## src/rtl/srs_pkg.sv

```systemverilog
package srs_pkg;

  typedef enum logic [2:0] {
    ST_IDLE,
    ST_OPC,
    ST_ADDR,
    ST_SEQ,
    ST_PROT,
    ST_SKIP
  } ctlState_t;

  // strobes from control to datapath
  typedef struct packed {
    logic shiftIn;
    logic loadWord;
    logic loadProt;
    logic shiftOut;
    logic nextWord;
  } dpStrobe_t;

  localparam int OPC_W = 2;
  localparam logic [OPC_W-1:0] OPC_READ = 2'b10;

endpackage

```

## src/rtl/srs_array.sv

```systemverilog
module srs_array #(
  parameter int ADDR_W = 7,
  parameter int DATA_W = 16
) (
  input  logic              clk,
  input  logic              we,
  input  logic [ADDR_W-1:0] wAddr,
  input  logic [DATA_W-1:0] wData,
  input  logic [ADDR_W-1:0] rAddr,
  output logic [DATA_W-1:0] rData
);
  localparam int DEPTH = 1 << ADDR_W;

  logic [DATA_W-1:0] mem [DEPTH];

  always_ff @(posedge clk) begin
    if (we) mem[wAddr] <= wData;
  end

  assign rData = mem[rAddr];
endmodule

```

## src/rtl/srs_ctrl.sv

```systemverilog
module srs_ctrl
  import srs_pkg::*;
#(
  parameter int CMD_ADDR_W = 8,
  parameter int DATA_W     = 16,
  parameter int PROT_W     = 8
) (
  input  logic             clk,
  input  logic             rst_n,
  input  logic             cs,
  input  logic             sk,
  input  logic             di,
  input  logic             pre,
  input  logic [OPC_W-1:0] opcode,
  output dpStrobe_t        strobe,
  output logic             outEn
);
  localparam int CNT_W = $clog2(DATA_W + CMD_ADDR_W + PROT_W);

  ctlState_t        state, nextState;
  logic [CNT_W-1:0] cnt, nextCnt;
  logic             skPrev;
  logic             skRise;

  assign skRise = cs && sk && !skPrev;

  always_comb begin
    strobe    = '0;
    nextState = state;
    nextCnt   = cnt;
    if (skRise) begin
      unique case (state)
        ST_IDLE: begin
          if (di) begin
            nextState = ST_OPC;
            nextCnt   = '0;
          end
        end
        ST_OPC: begin
          strobe.shiftIn = 1'b1;
          if (cnt == CNT_W'(OPC_W - 1)) begin
            nextState = ST_ADDR;
            nextCnt   = '0;
          end else begin
            nextCnt = cnt + 1'b1;
          end
        end
        ST_ADDR: begin
          strobe.shiftIn = 1'b1;
          if (cnt == CNT_W'(CMD_ADDR_W - 1)) begin
            nextCnt = '0;
            if (opcode != OPC_READ) begin
              nextState = ST_SKIP;
            end else if (pre) begin
              nextState       = ST_PROT;
              strobe.loadProt = 1'b1;
            end else begin
              nextState       = ST_SEQ;
              strobe.loadWord = 1'b1;
            end
          end else begin
            nextCnt = cnt + 1'b1;
          end
        end
        ST_SEQ: begin
          if (cnt == CNT_W'(DATA_W - 1)) begin
            strobe.nextWord = 1'b1;
            nextCnt         = '0;
          end else begin
            strobe.shiftOut = 1'b1;
            nextCnt         = cnt + 1'b1;
          end
        end
        ST_PROT: begin
          if (cnt == CNT_W'(PROT_W)) begin
            nextState = ST_SKIP;
          end else begin
            strobe.shiftOut = 1'b1;
            nextCnt         = cnt + 1'b1;
          end
        end
        default: nextState = state;
      endcase
    end
  end

  always_ff @(posedge clk or negedge rst_n) begin
    if (!rst_n) begin
      state  <= ST_IDLE;
      cnt    <= '0;
      skPrev <= 1'b0;
    end else begin
      skPrev <= sk;
      if (!cs) begin
        state <= ST_IDLE;
        cnt   <= '0;
      end else begin
        state <= nextState;
        cnt   <= nextCnt;
      end
    end
  end

  assign outEn = cs && ((state == ST_SEQ) || (state == ST_PROT));
endmodule

```

## src/rtl/srs_datapath.sv

```systemverilog
module srs_datapath
  import srs_pkg::*;
#(
  parameter int CMD_ADDR_W = 8,
  parameter int ADDR_W     = 7,
  parameter int DATA_W     = 16,
  parameter int PROT_W     = 8
) (
  input  logic              clk,
  input  logic              rst_n,
  input  logic              di,
  input  dpStrobe_t         strobe,
  input  logic [PROT_W-1:0] protVal,
  input  logic [DATA_W-1:0] rdData,
  output logic [ADDR_W-1:0] rdAddr,
  output logic [OPC_W-1:0]  opcode,
  output logic              doData
);
  localparam int SR_W  = OPC_W + CMD_ADDR_W - 1;
  localparam int PAD_W = DATA_W - PROT_W;

  logic [SR_W-1:0]   cmdSr;
  logic [ADDR_W-1:0] addr;
  logic [ADDR_W-1:0] newAddr;
  logic [DATA_W-1:0] outSr;
  logic              doBit;

  // the address MSB drops out here; lower bits plus the bit in flight
  assign newAddr = {cmdSr[ADDR_W-2:0], di};
  assign opcode  = cmdSr[SR_W-1 -: OPC_W];
  assign rdAddr  = strobe.loadWord ? newAddr : addr + 1'b1;
  assign doData  = doBit;

  always_ff @(posedge clk or negedge rst_n) begin
    if (!rst_n) begin
      cmdSr <= '0;
      addr  <= '0;
      outSr <= '0;
      doBit <= 1'b0;
    end else begin
      if (strobe.shiftIn) cmdSr <= {cmdSr[SR_W-2:0], di};
      if (strobe.loadWord) begin
        addr  <= newAddr;
        outSr <= rdData;
        doBit <= 1'b0;
      end else if (strobe.loadProt) begin
        outSr <= {protVal, {PAD_W{1'b0}}};
        doBit <= 1'b0;
      end else if (strobe.nextWord) begin
        doBit <= outSr[DATA_W-1];
        addr  <= addr + 1'b1;
        outSr <= rdData;
      end else if (strobe.shiftOut) begin
        doBit <= outSr[DATA_W-1];
        outSr <= {outSr[DATA_W-2:0], 1'b0};
      end
    end
  end
endmodule

```

## src/rtl/serial_seq_reader.sv

```systemverilog
module serial_seq_reader
  import srs_pkg::*;
#(
  parameter int ADDR_W = 7,
  parameter int DATA_W = 16,
  parameter int PROT_W = 8
) (
  input  logic              clk,
  input  logic              rst_n,
  input  logic              cs,
  input  logic              sk,
  input  logic              di,
  input  logic              pre,
  input  logic [PROT_W-1:0] protVal,
  input  logic              memWe,
  input  logic [ADDR_W-1:0] memAddr,
  input  logic [DATA_W-1:0] memWdata,
  output logic              doData,
  output logic              doOe
);
  localparam int CMD_ADDR_W = ADDR_W + 1;

  dpStrobe_t         strobe;
  logic [OPC_W-1:0]  opcode;
  logic [ADDR_W-1:0] rdAddr;
  logic [DATA_W-1:0] rdData;

  srs_ctrl #(
    .CMD_ADDR_W(CMD_ADDR_W),
    .DATA_W    (DATA_W),
    .PROT_W    (PROT_W)
  ) uCtrl (
    .clk   (clk),
    .rst_n (rst_n),
    .cs    (cs),
    .sk    (sk),
    .di    (di),
    .pre   (pre),
    .opcode(opcode),
    .strobe(strobe),
    .outEn (doOe)
  );

  srs_datapath #(
    .CMD_ADDR_W(CMD_ADDR_W),
    .ADDR_W    (ADDR_W),
    .DATA_W    (DATA_W),
    .PROT_W    (PROT_W)
  ) uDp (
    .clk    (clk),
    .rst_n  (rst_n),
    .di     (di),
    .strobe (strobe),
    .protVal(protVal),
    .rdData (rdData),
    .rdAddr (rdAddr),
    .opcode (opcode),
    .doData (doData)
  );

  srs_array #(
    .ADDR_W(ADDR_W),
    .DATA_W(DATA_W)
  ) uArray (
    .clk  (clk),
    .we   (memWe),
    .wAddr(memAddr),
    .wData(memWdata),
    .rAddr(rdAddr),
    .rData(rdData)
  );
endmodule

```

## config.mk

```make
export PLATFORM = sky130hd
export DESIGN_NAME = serial_seq_reader
export DESIGN_NICKNAME = d
export VERILOG_FILES = /design/src/rtl/srs_pkg.sv /design/src/rtl/srs_array.sv /design/src/rtl/srs_ctrl.sv /design/src/rtl/srs_datapath.sv /design/src/rtl/serial_seq_reader.sv
export SDC_FILE = /design/constraint.sdc
export NUM_CORES = 2
export LEC_CHECK = 0
export BUFFER_PORTS_ARGS = -buffer_cell sky130_fd_sc_hd__buf_2
export CAP_MARGIN = 20
export CORE_ASPECT_RATIO = 2
export CORE_UTILIZATION = 57
export CTS_CLUSTER_SIZE = 8
export DETAILED_ROUTE_END_ITERATION = 6
export GPL_TIMING_DRIVEN = 0
export PLACE_DENSITY = 0.81
export SETUP_SLACK_MARGIN = 0.2
export SLEW_MARGIN = 20
export SYNTH_ARGS = -nofsm -noshare
export SYNTH_HDL_FRONTEND = slang
export SYNTH_HIERARCHICAL = 1
export SYNTH_SLANG_ARGS = --single-unit
```

## constraint.sdc

```tcl
create_clock -name clk -period 4.8 [get_ports clk]
set_input_delay 0.72 -clock clk [delete_from_list [all_inputs] [get_ports clk]]
set_output_delay 0.72 -clock clk [all_outputs]
set_load 0.1 [all_outputs]
```

== Yosys cells after proc, flatten, opt, wreduce, memory -nomap -nowiden ==
Memories as Yosys holds them, arrays and structs flattened.
Cells that the tools add are included.

* Equal/unequal tests: 18
* Mux-type cells: 43
* Reductions and logical operators: 12
* $add $sub $neg: 2

{| class="wikitable"
|+ Operator list
! cell !! number
|-
| $mux 16 || 4
|-
| $mux 5 || 8
|-
| $mux 7 || 4
|-
| $pmux 5 s5 || 1
|-
| $mux 3 || 8
|-
| $mux 1 || 13
|-
| $pmux 3 s4 || 1
|-
| $eq 5x4->1 const B || 2
|-
| $ne 3x2->1 const B || 3
|-
| $add 7x1->7 const B || 1
|-
| $eq 3x2->1 const B || 2
|-
| $mux 2 || 3
|-
| $ne 3x3->1 const B || 2
|-
| $ne 6x1->1 const B || 1
|-
| $reduce_and 6->1 || 1
|-
| $add 5x1->5 const B || 1
|-
| $eq 5x1->1 const B || 1
|-
| $eq 5x3->1 const B || 1
|-
| $ne 5x1->1 const B || 1
|-
| $ne 2x1->1 const B || 2
|-
| $reduce_and 4->1 || 1
|-
| $reduce_bool 4->1 || 1
|-
| $eq 3x1->1 const B || 1
|-
| $eq 3x3->1 const B || 1
|-
| other kinds (9) || 11
|}

* Logic and storage cells: 83
* Memories: 1
* Bits of input ports: 38
* Output and inout port bits: 2
* RAM bits: 2048
* Register bits: 42

{| class="wikitable"
|+ Memory list
! name !! words !! width !! read ports !! clocked after Yosys merged registers in !! wr ports !! RTL line !! source
|-
| uArray.mem || 128 || 16 || 1 || 0 || 1 || srs_array.sv:14 || <nowiki>logic [DATA_W-1:0] mem [DEPTH];</nowiki>
|}

== Longest topological paths before layout ==
An unclocked memory read counts as a cell.

* Word-level depth: 10
* Depth in mapped cells: 18

== Cells and area by module ==
Netlist, hierarchy kept.

{| class="wikitable"
|+ Modules (own cells, without submodules)
! module !! area each (µm²) !! sequential area each (µm²) !! times used !! cells each
|-
| srs_array || 78202.5 || 61499.0 || 1 || 3070
|-
| srs_datapath || 1756.7 || 825.8 || 1 || 178
|-
| srs_ctrl || 830.8 || 225.2 || 1 || 97
|}

== Worst setup path after synthesis ==
OpenSTA, ideal clock, no wires.

* Path type: input to register
* From: input port sk
* To: register uDp.outSr[0]
* Required time: 4.663 ns
* Cell stages on the path: 17
* Arrival: 4.672 ns
* Path slack: -0.009 ns
* Buffers on the path: 4
* Library setup time: 0.137 ns
* Cell sequence: nor2b_1 -> nand2_1 -> nor2_1 -> nand3_1 -> nor2_1 -> buf_2 -> buf_1 -> nand2_1 -> o21ai_0 -> buf_2 -> buf_1 -> mux4_2 -> mux4_2 -> mux4_2 -> mux2_2 -> a32oi_1 -> o21ai_0

{| class="wikitable"
|+ RTL lines
! element !! RTL line !! source
|-
| from (decl) || serial_seq_reader.sv:11 || <nowiki>input logic sk,</nowiki>
|-
| to (signal assigned) || srs_datapath.sv:44 || <nowiki>outSr <= rdData;</nowiki>
|-
| to (signal assigned) || srs_datapath.sv:47 || <nowiki>outSr <= {protVal, {PAD_W{1'b0}}};</nowiki>
|-
| to (signal assigned) || srs_datapath.sv:52 || <nowiki>outSr <= rdData;</nowiki>
|-
| to (decl) || srs_datapath.sv:25 || <nowiki>logic [DATA_W-1:0] outSr;</nowiki>
|}

==> run summary <==
total count of max-transition violations in the final report: 0
cell type with the highest aggregate area in the netlist: sky130_fd_sc_hd__edfxtp_1
total non-filler cell area in the finished layout: 0.0957 sq mm
cells traversed along the worst timing path: buf_6, nor4b_4, nand3_4, nor2_4, buf_6, buf_8, nand2_4, o21ai_2, buf_6, buf_12, buf_16, buf_16, buf_4, mux4_2, mux4_2, mux4_2, mux2_2, a21oi_1, o31ai_1
post-synthesis sequential area ratio: 77.4%
1st-pass router iterations: 7
standard cell area after detailed placement: 0.0857 sq mm
number of synthesized register bits: 2090
final core utilization: 68.0%
reported max-cap violation count: 0
Boundary Pins: 40
die outline width: 268 um
kind of cell adding the most delay to the critical path: multiplexers
setup slack at placement: -2150 ps
worst path setup slack after routing: -146 ps
depth of the CTS H-tree: 5
Overall Global Routing Usage: 39.3%
area enclosed by the die boundary: 0.143 sq mm
post-DP HPWL: 149000 um
NumNets Final: 3932
wire length of the first global-routing pass: 374000 um
delay contributed by the slowest stage of the critical path: 600 ps
Area contributors post-synth: sky130_fd_sc_hd__edfxtp_1 (76%), sky130_fd_sc_hd__mux4_2 (19%), sky130_fd_sc_hd__dfrtp_1 (1.3%)
actual transition at the worst max-transition pin: 1190 ps
worst slew margin relative to its limit: 20.5%
count of buffers from port buffering: 35
number of CTS-inserted buffers: 303
Worst R2R Path Depth: 19
number of nets in the synthesized netlist: 3390
overall power: 42.1 mW
classification of the worst setup path: flip-flop to flip-flop
reg-to-reg slack, setup: -150 ps
source of the worst register-to-register timing path: uDp/cmdSr[7]$_DFFE_PN0P_
Post-Syn Instances: 3345
Final Hold Vio Count: 0
Worst EP required: 5480 ps
vias after detailed routing: 45100
Critical path buffers and inverters: 8
worst min-delay path class: input pin to asynchronous set/reset pin
total overflow reported by the global router: 0
Leakage: 30.5 nW
timing endpoint of the critical path: uDp/outSr[14]$_DFFE_PN0P_
commonest non-fill, non-tap cells in the layout: sky130_fd_sc_hd__edfxtp_1 (2048), sky130_fd_sc_hd__mux4_2 (672), sky130_fd_sc_hd__clkbuf_16 (317)
worst reg2reg path endpoint: uDp/outSr[14]$_DFFE_PN0P_
clk sinks: 2090
Max Clock Skew: 46.2 ps
DRT antenna net count: 0
number of gates on the worst path with buffers counted: 19
proportion of netlist area held by the largest area contributor: 76.1%
CP endpoint kind: flip-flop
height of the die: 534 um
launching element type of the critical path: flip-flop
layout-stage area growth over the synthesis result: 18.4%
run status: finished, violations left
pin count of the biggest net entering global routing: 109
Worst setup startpoint: uDp/cmdSr[7]$_DFFE_PN0P_
cell at the slowest stage of the critical path: sky130_fd_sc_hd__mux4_2
initial standard-cell utilization of the core: 57.4%
post-synthesis async set-or-reset flop share: 2.01%
Yosys cell types: 55
filler cell count: 7611
worst-path maximum fanout: 7
final wirelength: 281000 um
DRC marker count from the first detailed-route iteration: 8240
mean area per synthesized cell: 24.2 sq um
netlist area before placement: 0.0808 sq mm
P per Cell Area: 440 mW/mm^2
cell at the root of the clock tree: sky130_fd_sc_hd__clkbuf_16
WL/cell: 48.3 um
TritonCTS clock tree: built
total setup violations reported at the end of the flow: 11
setup repair after global routing missed its margin: true
number of placement rows: 195
gpl congestion: 0.934
Placeable Area: 0.141 sq mm
initial antenna violation count: 38
Fmax: 202 MHz
commonest register cell after synthesis: sky130_fd_sc_hd__edfxtp_1
via count of the first global-routing pass: 45300
most common cell after layout, fill and taps aside: sky130_fd_sc_hd__edfxtp_1
failing checks: DRC, setup timing
number of flops mapped to enable cells by yosys: 2048
Ys Warns: 6
buffer depth of the longest clock path: 4
time the worst path needs with I/O delays and setup: 4950 ps
Period Utilization, post-route: 103%
remaining design rule violation count: 238
source-to-sink clock delay at the later pin of the worst-skew pair: 820 ps
fraction of layout cells with a size suffix above 1: 40.3%
worst supply voltage drop on vdd: 308 uV
clock input transition at the sequential cells of the worst setup and hold paths: 50 ps
data arrival time of the critical path: 5620 ps
Post-Route Setup TNS: -779 ps
DR vias/cell: 7.75
[synthesized netlist by cell type, types with 12 or more instances]
cell type / instances
sky130_fd_sc_hd__edfxtp_1: 2048
sky130_fd_sc_hd__mux4_2: 672
sky130_fd_sc_hd__nor2_1: 137
sky130_fd_sc_hd__clkbuf_1: 87
sky130_fd_sc_hd__buf_2: 59
sky130_fd_sc_hd__dfrtp_1: 42
sky130_fd_sc_hd__nand2_1: 39
sky130_fd_sc_hd__buf_1: 29
sky130_fd_sc_hd__mux2_2: 29
sky130_fd_sc_hd__a21oi_1: 24
sky130_fd_sc_hd__o21ai_0: 21
sky130_fd_sc_hd__nand3_1: 17
sky130_fd_sc_hd__nor3_1: 16
sky130_fd_sc_hd__nand2b_1: 12
[where the power goes]
part           switching, mW  total [mW]  internal (mW)
Sequential            0.0415        20.2           20.1
Clock                   7.83        19.4           11.5
Combinational           1.62        2.53          0.918
[cell families after synthesis]
logic type      share of synthesized area (%)
compound gates                          0.590
xor+xnor                               0.0650
fa+ha+maj                               0.108
buf+inv                                  1.01
flops                                    77.4
mux                                      19.2
simple gates                             1.57
[how the worst min path moves through the flow]
stage / end / slack, ps
after floorplan: uCtrl/cnt[0]$_DFFE_PN0P_ / 420
after global placement: uDp/outSr[12]$_DFFE_PN0P_ / 460
after detailed placement: uDp/outSr[13]$_DFFE_PN0P_ / 460
after CTS: uDp/outSr[3]$_DFFE_PN0P_ / 50
after global routing: uDp/outSr[7]$_DFFE_PN0P_ / 150
final: uDp/outSr[3]$_DFFE_PN0P_ / 60
[worst reg2reg max path, cell delays in order, from the launching register on]
cell and delay (ps):
sky130_fd_sc_hd__dfrtp_1 400, sky130_fd_sc_hd__buf_6 130, sky130_fd_sc_hd__nor4b_4 330, sky130_fd_sc_hd__nand3_4 140
sky130_fd_sc_hd__nor2_4 130, sky130_fd_sc_hd__buf_6 140, sky130_fd_sc_hd__buf_8 110, sky130_fd_sc_hd__nand2_4 40
sky130_fd_sc_hd__o21ai_2 60, sky130_fd_sc_hd__buf_6 170, sky130_fd_sc_hd__buf_12 160, sky130_fd_sc_hd__buf_16 250
sky130_fd_sc_hd__buf_16 210, sky130_fd_sc_hd__buf_4 210, sky130_fd_sc_hd__mux4_2 540, sky130_fd_sc_hd__mux4_2 580
sky130_fd_sc_hd__mux4_2 610, sky130_fd_sc_hd__mux2_2 320, sky130_fd_sc_hd__a21oi_1 180, sky130_fd_sc_hd__o31ai_1 100
[per-stage QoR]
| step | cells | hold WS, ps |
|---|---|---|
| 3_5_place_dp | 5384 | 457 |
| 5_1_grt | 5806 | 147 |
| 3_3_place_gp | 5251 | 456 |
| 2_1_floorplan | 3345 | 424 |
| 4_1_cts | 5765 | 54.9 |
| 6_report | 5821 | 61.5 |
[cell type report]
cell class	count	area, sq um	area share, %
inverters	10	37.5	0.0392
well taps	1871	2340	2.45
multi-input cells	1065	17900	18.8
diodes	20	50.0	0.0523
plain buffers	180	1790	1.87
flip-flops and latches	2090	62600	65.4
repair buffers	237	2930	3.06
clock buffers	336	7940	8.30
clock inverters	12	113	0.118
[per-layer routing]
layer	share of wire (%)	wire (um)	global-route usage, %
met1	26	74200	41.0
met2	49	137000	64.2
met3	13	35800	11.8
met4	12	33400	34.1
met5	0.19	538	0.445
[sequential cells by signal, indices dropped and copies added (netlist names)]
| register | flops |
|---|---|
| uDp/cmdSr | 9 |
| uCtrl/cnt | 5 |
| uDp/addr | 7 |
| uDp/outSr | 16 |
| uCtrl/state | 3 |
| uDp/doData | 1 |
| uArray/mem | 2048 |
| uCtrl/skPrev | 1 |
[repair_timing]
item,in CTS,in global routing
cloned,6,3
setup buffers,26,33
endpoints found under the setup margin,16,16
hold buffers,1,0
gates resized for setup,323,54
hold endpoints to repair,1,0
pin swaps,4,8
Note: power is estimated with default switching activity, not from simulation.
